--- src/rtl/dgf_pkg.sv ---
package dgf_pkg;
  localparam int unsigned THR_W_DEF = 4;
  localparam int unsigned CNT_W_DEF = 5;
  localparam int unsigned SYNC_DEF  = 2;

  typedef enum logic {
    TICK_SYS = 1'b0,
    TICK_EXT = 1'b1
  } tick_src_e;
endpackage

--- src/rtl/dgf_sync.sv ---
module dgf_sync #(
  parameter int unsigned STAGES = 2
) (
  input  logic clk_i,
  input  logic rst_ni,
  input  logic d_i,
  output logic q_o
);
  logic [STAGES-1:0] chain_q;

  generate
    if (STAGES == 1) begin : g_one
      always_ff @(posedge clk_i or negedge rst_ni)
        if (!rst_ni) chain_q <= '0;
        else         chain_q <= d_i;
    end else begin : g_multi
      always_ff @(posedge clk_i or negedge rst_ni)
        if (!rst_ni) chain_q <= '0;
        else         chain_q <= {chain_q[STAGES-2:0], d_i};
    end
  endgenerate

  assign q_o = chain_q[STAGES-1];
endmodule

--- src/rtl/dgf_cfg.sv ---
module dgf_cfg
  import dgf_pkg::*;
#(
  parameter int unsigned THR_W = THR_W_DEF,
  parameter int unsigned CNT_W = CNT_W_DEF
) (
  input  logic             clk_i,
  input  logic             rst_ni,
  input  logic [THR_W-1:0] thr_i,
  input  logic             sel_i,
  input  logic             ext_tick_i,
  output logic             tick_o,
  output logic             bypass_o,
  output logic [CNT_W-1:0] lim_o,
  output logic             chg_o
);
  logic [THR_W-1:0] thr_q;
  logic             sel_q;

  // terminal count = N-1 where N = 2^(i+1) for one-hot bit i
  always_comb begin
    lim_o = '0;
    for (int i = 0; i < THR_W; i++)
      if (thr_i[i]) lim_o = CNT_W'((1 << (i + 1)) - 1);
  end

  assign bypass_o = !$onehot(thr_i);
  assign tick_o   = (tick_src_e'(sel_i) == TICK_EXT) ? ext_tick_i : 1'b1;

  always_ff @(posedge clk_i or negedge rst_ni)
    if (!rst_ni) begin
      thr_q <= '0;
      sel_q <= 1'b0;
    end else begin
      thr_q <= thr_i;
      sel_q <= sel_i;
    end

  assign chg_o = (thr_i != thr_q) || (sel_i != sel_q);
endmodule

--- src/rtl/dgf_qual.sv ---
module dgf_qual #(
  parameter int unsigned CNT_W = 5
) (
  input  logic             clk_i,
  input  logic             rst_ni,
  input  logic             sync_i,
  input  logic             tick_i,
  input  logic             bypass_i,
  input  logic [CNT_W-1:0] lim_i,
  input  logic             chg_i,
  output logic             filt_o,
  output logic [CNT_W-1:0] cnt_o
);
  logic             filt_q;
  logic [CNT_W-1:0] cnt_q;

  always_ff @(posedge clk_i or negedge rst_ni)
    if (!rst_ni) begin
      filt_q <= 1'b0;
      cnt_q  <= '0;
    end else if (bypass_i) begin
      filt_q <= sync_i;
      cnt_q  <= '0;
    end else if (chg_i || (sync_i == filt_q)) begin
      cnt_q  <= '0;
    end else if (tick_i) begin
      if (cnt_q == lim_i) begin
        filt_q <= sync_i;
        cnt_q  <= '0;
      end else begin
        cnt_q  <= cnt_q + 1'b1;
      end
    end

  assign filt_o = filt_q;
  assign cnt_o  = cnt_q;
endmodule

--- src/rtl/din_glitch_filter.sv ---
module din_glitch_filter
  import dgf_pkg::*;
#(
  parameter int unsigned THR_W  = THR_W_DEF,
  parameter int unsigned SYNC_N = SYNC_DEF
) (
  input  logic             clk_i,
  input  logic             rst_ni,
  input  logic             raw_i,
  input  logic             tick_sel_i,
  input  logic             ext_tick_i,
  input  logic [THR_W-1:0] thr_sel_i,
  output logic             filt_o
);
  localparam int unsigned CNT_W = THR_W + 1;

  logic             sync_q;
  logic             tick;
  logic             bypass;
  logic             cfg_chg;
  logic [CNT_W-1:0] lim;
  logic [CNT_W-1:0] cnt_q;

  dgf_sync #(.STAGES(SYNC_N)) u_sync (
    .clk_i (clk_i),
    .rst_ni(rst_ni),
    .d_i   (raw_i),
    .q_o   (sync_q)
  );

  dgf_cfg #(.THR_W(THR_W), .CNT_W(CNT_W)) u_cfg (
    .clk_i     (clk_i),
    .rst_ni    (rst_ni),
    .thr_i     (thr_sel_i),
    .sel_i     (tick_sel_i),
    .ext_tick_i(ext_tick_i),
    .tick_o    (tick),
    .bypass_o  (bypass),
    .lim_o     (lim),
    .chg_o     (cfg_chg)
  );

  dgf_qual #(.CNT_W(CNT_W)) u_qual (
    .clk_i   (clk_i),
    .rst_ni  (rst_ni),
    .sync_i  (sync_q),
    .tick_i  (tick),
    .bypass_i(bypass),
    .lim_i   (lim),
    .chg_i   (cfg_chg),
    .filt_o  (filt_o),
    .cnt_o   (cnt_q)
  );
endmodule

--- config.mk ---
export PLATFORM = sky130hd
export DESIGN_NAME = din_glitch_filter
export DESIGN_NICKNAME = d
export VERILOG_FILES = /design/src/rtl/dgf_pkg.sv /design/src/rtl/dgf_sync.sv /design/src/rtl/dgf_cfg.sv /design/src/rtl/dgf_qual.sv /design/src/rtl/din_glitch_filter.sv
export SDC_FILE = /design/constraint.sdc
export NUM_CORES = 1
export LEC_CHECK = 0
export BUFFER_PORTS_ARGS = -buffer_cell sky130_fd_sc_hd__buf_2
export CAP_MARGIN = 5
export CORE_UTILIZATION = 54
export DETAILED_ROUTE_END_ITERATION = 6
export PLACE_DENSITY = 0.75
export SLEW_MARGIN = 20
export SYNTH_ARGS = -nofsm -noshare
export SYNTH_HDL_FRONTEND = slang
export SYNTH_HIERARCHICAL = 1
export SYNTH_SLANG_ARGS = --single-unit
export TNS_END_PERCENT = 5
--- constraint.sdc ---
create_clock -name clk_i -period 2 [get_ports clk_i]
set_input_delay 0.1 -clock clk_i [delete_from_list [all_inputs] [get_ports clk_i]]
set_output_delay 0.1 -clock clk_i [all_outputs]
set_load 0.02 [all_outputs]
After elaboration in Yosys (flattened, before gate mapping)
Cells that the tools add are included.
{ "word_totals": {"ff_bits": 13, "in_bits": 9, "out_inout_bits": 1, "elab_cells": 34} }
{ "op_classes": {"add_sub_neg": 4, "eq_ne": 9, "muxes": 13, "n_reduce_logical": 3} }
{ "op_table": {"columns": ["cell", "count"], "rows": [
  ["2-to-1 mux 5 bit", 7],
  ["2-to-1 mux 1 bit", 6],
  ["adder 5 x 1 -> 5 bit, second input constant", 1],
  ["== test 5 bit", 1],
  ["adder 1 x 1 -> 2 bit", 2],
  ["!= test 2 bit, second input constant", 2],
  ["!= test 4 bit", 1],
  ["adder 3 bit", 1],
  ["== test 3 x 1 -> 1 bit, second input constant", 1],
  ["!= test 3 x 2 -> 1 bit, second input constant", 1],
  ["AND reduction 3 bit", 1],
  ["logical OR 1 bit", 2],
  ["!= test 2 x 1 -> 1 bit, second input constant", 1],
  ["== test 1 bit", 1],
  ["!= test 1 bit", 1]
]} }

Longest topological paths before layout
{ "depth": {"word_depth": 9, "mapped_depth": 11, "depth_no_buf": 10} }

Cells and area by module
Netlist, hierarchy kept.
{ "by_module_without_submodules": {"columns": ["mod", "instances", "cells_each", "area_per_inst_um2", "seq_area_each_um2"], "rows": [
  ["dgf_qual", 1, 42, 392.9, 150.1],
  ["dgf_cfg", 1, 31, 302.8, 125.1],
  ["dgf_sync", 1, 2, 50.0, 50.0]
]} }

Worst setup path before layout
Ideal clock, no wire load.
{ "synth_timing": {"path_kind": "input port to flip-flop", "from": "in thr_sel_i[0]", "to": "reg u_qual.cnt_q[0] (netlist: u_qual/cnt_o[0])", "setup_time_ns": 0.080, "arrival_time_ns": 2.268, "t_required_ns": 1.920, "path_slack_ns": -0.348, "stages": 11, "path_buffers": 1, "path_cell_list": "inv_1 fa_1 inv_1 ha_1 ha_1 nor2_1 nand2_1 or3_1 clkbuf_2 or3b_1 o22ai_2"} }
{ "synth_via": {"elab_chain_len": 9, "elab_cells_between_ends": 16, "cone_classes": "2 x add/sub; 4 x eq/ne; 8 x mux; 2 x reduce/logical"} }
{ "synth_lines": {"columns": ["element", "line_no", "text"], "rows": [
  ["start: declaration", "din_glitch_filter.sv:12", "input logic [THR_W-1:0] thr_sel_i,"],
  ["2-to-1 mux 1 bit", "dgf_cfg.sv:24", "if (thr_i[i]) lim_o = CNT_W'((1 << (i + 1)) - 1);"],
  ["2-to-1 mux 5 bit (3 in series)", "dgf_cfg.sv:24", null],
  ["== test 5 bit", "dgf_qual.sv:27", "if (cnt_q == lim_i) begin"],
  ["2-to-1 mux 5 bit", "dgf_qual.sv:27", null],
  ["2-to-1 mux 5 bit", "dgf_qual.sv:26", "end else if (tick_i) begin"],
  ["2-to-1 mux 5 bit", "dgf_qual.sv:24", "end else if (chg_i || (sync_i == filt_q)) begin"],
  ["2-to-1 mux 5 bit", "dgf_qual.sv:21", "end else if (bypass_i) begin"],
  ["end signal: assignment", "dgf_qual.sv:31", "cnt_q <= cnt_q + 1'b1;"],
  ["end: declaration", "dgf_qual.sv:15", "logic [CNT_W-1:0] cnt_q;"]
]} }
Several ways; a longest one is shown, not always the timed one. The select of a mux whose other input is x is not followed.
A chain may end at the register's enable or synchronous reset.

Worst setup path in the final report
{ "layout_timing": {"from": "in thr_sel_i[3]", "to": "reg u_qual.cnt_q[1] (netlist: u_qual/cnt_o[1])"} }
{ "layout_via": {"elab_chain_len": 6, "elab_cells_between_ends": 13, "cone_classes": "2 x add/sub; 4 x eq/ne; 5 x mux; 2 x reduce/logical"} }
{ "layout_lines": {"columns": ["element"], "rows": [
  ["parallel branches: the longest is 6 deep, another holds adder 3 bit"]
]} }
Several ways; the timed one is not identified. The select of a mux whose other input is x is not followed.

==> impl_metrics.tcl <==
set metrics [dict create \
    r2r_cells 6 \
    top_layer_used "met4" \
    dieArea_mm2 0.00153 \
    gp_congestion 0.782 \
    synth-simple-area-share 0.195 \
    design_area_mm2 0.00103 \
    syn2layout_area_growth_pct 38.6 \
    synth_nets 89 \
    fin_skew_ns 0.000953 \
    antenna_cells 0 \
    core-area_mm2 0.00128 \
    crit_required_ns 2.17 \
    routed_wl_mm 1.68 \
    path_max_fanout 5 \
    filler_cell_count 76 \
    cpMostUsedCell "ha_4" \
    cp_num_cells 11 \
    drive_gt1_frac 0.392 \
    r2r_start "u_cfg/thr_q[0]" \
    via_count 598 \
    synth_warnings 6 \
    synth_area_leader_cell "dfrtp_1" \
    cap_violations 0 \
    met3_length_um 36 \
    yosys_register_bits 13 \
    rsz0062_at_grt "true" \
    grt_pass1_wl_mm 2.50 \
    viasPerCell 5.34 \
    syn_area_um2 746 \
    r2r_slack_ns 0.18 \
    routedWlPerCell_um 15.0 \
    setup_violations 0 \
    insertion_delay_ns 0.27 \
    synth_area_per_cell_um2 9.94 \
    max_clock_freq_mhz 501 \
    cts_made_buffers 3 \
    ir_drop_mv 0.494 \
    path_delay_family "simple AND/OR/NAND/NOR gates" \
    rr_endpoint "u_qual/cnt_o[1]" \
    grt_max_degree 14 \
    critPathSlowestCell "fa_1" \
    clockBufferDepth 2 \
    final_hold_viol_count 0 \
    drt_iter0_markers 14 \
    crit_chain "buf_8 > inv_8 > fa_1 > inv_2 > ha_4 > ha_4 > nor2_4 > nand2_2 > or3_4 > or3b_1 > o31ai_1" \
    drc 0 \
    wl_met2_um 935 \
    grt_use_total 0.259 \
    ys_seq_area_frac 0.436 \
    nNetsFinal 112 \
    antenna_found_initial 0 \
    synth_top_family_by_area "simple AND/OR/NAND/NOR gates" \
    io_buffer_count 9 \
    cts_root_buf "clkbuf_4" \
    status "completed" \
    mostFrequentLayoutCell "dfrtp_1" \
    synthMuxAreaShare 0.0151 \
    synthAdderAreaFrac 0.0940 \
    cts_tree "built" \
    critPathBufInv 3 \
    syn_inst 75 \
    drv_slew 0 \
    post-route-util 0.804 \
    synth_xor_area_frac 0.129 \
    critPathCapture "u_qual/cnt_o[1]" \
    critPathLaunchType "input pin" \
    wl_met1_um 697 \
    dpl_cell_area_um2 848 \
    crit_start "thr_sel_i[3]" \
    clk_pin_slew_ns 0.07 \
    antenna_left 0 \
    synth_top_area_frac 0.436 \
    synth_compound_area_frac 0.0587 \
    rows 13 \
    grt_pass1_vias 606 \
    final.min_clock_period_ns 2.00 \
    grt.overflow.total 0 \
    p_leak_nw 0.474 \
    fin_crit_sh 0.998 \
    endpoint_kind "flip-flop" \
    cts.sinks 13 \
    crit_type "input pin to flip-flop" \
    power_density_mw_per_mm2 552 \
    h-tree-depth 1 \
    synth_area_leaders "dfrtp_1 44%, xor2_1 9.4%, ha_1 6.7%" \
    drt_first_pass_iters 4 \
    synth_cell_types 26 \
    most-common-layout-cells "13 x dfrtp_1, 10 x buf_4, 8 x xor2_1, 7 x buf_2" \
    ios 10 \
    dpl.hpwl_mm 1.12 \
    die-width_um 39.2 \
    start_util 0.580 \
    fp.dieH_um 39.2 \
    crit_arrival_ns 2.17 \
    worstHoldPathType "input pin to flip-flop" \
    slowest_delay_ns 0.54 \
]
==> worst reg2reg max path, stage by stage (launching register included) <==
cell and delay [ns]:
dfrtp_1 0.38, xor2_1 0.15, nor3_1 0.17, nand3_1 0.12, or3_4 0.44, or3b_1 0.38, o31ai_1 0.09
==> how the worst min path moves through the flow <==
stage / startpoint / endpoint / slack [ns] / cells past startpoint
final: thr_sel_i[2] / u_cfg/thr_q[2] / 0.04 / 1
after global routing: thr_sel_i[2] / u_cfg/thr_q[2] / 0.03 / 1
after CTS: thr_sel_i[2] / u_cfg/thr_q[2] / 0.003 / 1
after detailed placement: rst_ni / u_qual/cnt_o[4] / -0.003 / 1
after global placement: rst_ni / u_qual/cnt_o[4] / -0.002 / 1
after floorplan: rst_ni / u_cfg/sel_q / -0.20 / 0
==> cell families (layout without fill, tap and decap cells) <==
kind of cell / count (synthesis) / in the layout
xor+xnor: 11 / 11
compound gates: 6 / 6
other cells: 1 / 1
fa+ha+maj: 5 / 5
mux: 1 / 1
buf+inv: 11 / 33
flops: 13 / 13
simple gates: 27 / 27
==> sequential cells by signal, indices dropped and copies added, names as in the netlist <==
name,flops
u_cfg/sel_q,1
u_sync/chain_q,2
u_cfg/thr_q,4
u_qual/cnt_o,5
u_qual/filt_o,1
==> Yosys cell counts <==
cell,instances
clkbuf_1,1
buf_4,2
inv_1,7
a41oi_1,1
clkbuf_2,1
nand2_1,4
o21ai_0,2
nor4_1,3
mux2_2,1
conb_1,1
fa_1,1
and2_1,1
or3b_1,2
or3_1,1
nor2_1,5
ha_1,4
o22ai_2,1
and3_1,4
o31ai_1,1
xor2_1,8
nand2b_1,2
a21oi_1,1
xnor2_1,3
nor3_1,2
dfrtp_1,13
nand3_1,3
==> cell type report <==
class / instances / area, um^2 / area share
multi-input cells: 51 / 457 / 0.442
flip-flops and latches: 13 / 325 / 0.315
repair buffers: 22 / 170 / 0.165
inverters: 7 / 36.3 / 0.0351
clock buffers: 4 / 26.3 / 0.0254
well taps: 15 / 18.8 / 0.0182
==> repair_timing <==
item | in CTS | in global routing
setup buffers | 3 | 0
endpoints found under the hold margin | 15 | 0
resized for setup | 12 | 9
endpoints found under the setup margin | 5 | 6
pin swaps | 7 | 8
hold buffers | 3 | 0
==> report_power, final <==
part / internal, mW / total (mW) / switching (mW)
logic: 0.0721 / 0.135 / 0.0631
clock network: 0.0772 / 0.155 / 0.0783
registers: 0.273 / 0.280 / 0.00692
total: 0.423 / 0.571 / 0.148
==> metal layers <==
| layer | global-route usage | up-vias |
|---|---|---|
| met4 | 0.129 | 0 |
| met1 | 0.298 | 293 |
| met3 | 0.0173 | 2 |
| met5 | 0 | - |
| li1 | - | 292 |
| met2 | 0.475 | 11 |
==> through the flow <==
stage	power, mW	hold slack (ns)	std cells	worst slack (ns)	setup TNS (ns)
2_1_floorplan	0.337	-0.196	75	-0.250	-0.698
3_3_place_gp	0.370	-0.00208	102	-0.413	-2.06
3_5_place_dp	0.375	-0.00306	102	-0.475	-2.53
4_1_cts	0.563	0.00308	112	-0.0797	-0.109
5_1_grt	0.602	0.0279	112	-0.0403	-0.109
6_report	0.571	0.0372	112	0.00360	0
Note: power is estimated with default switching activity, not from simulation.
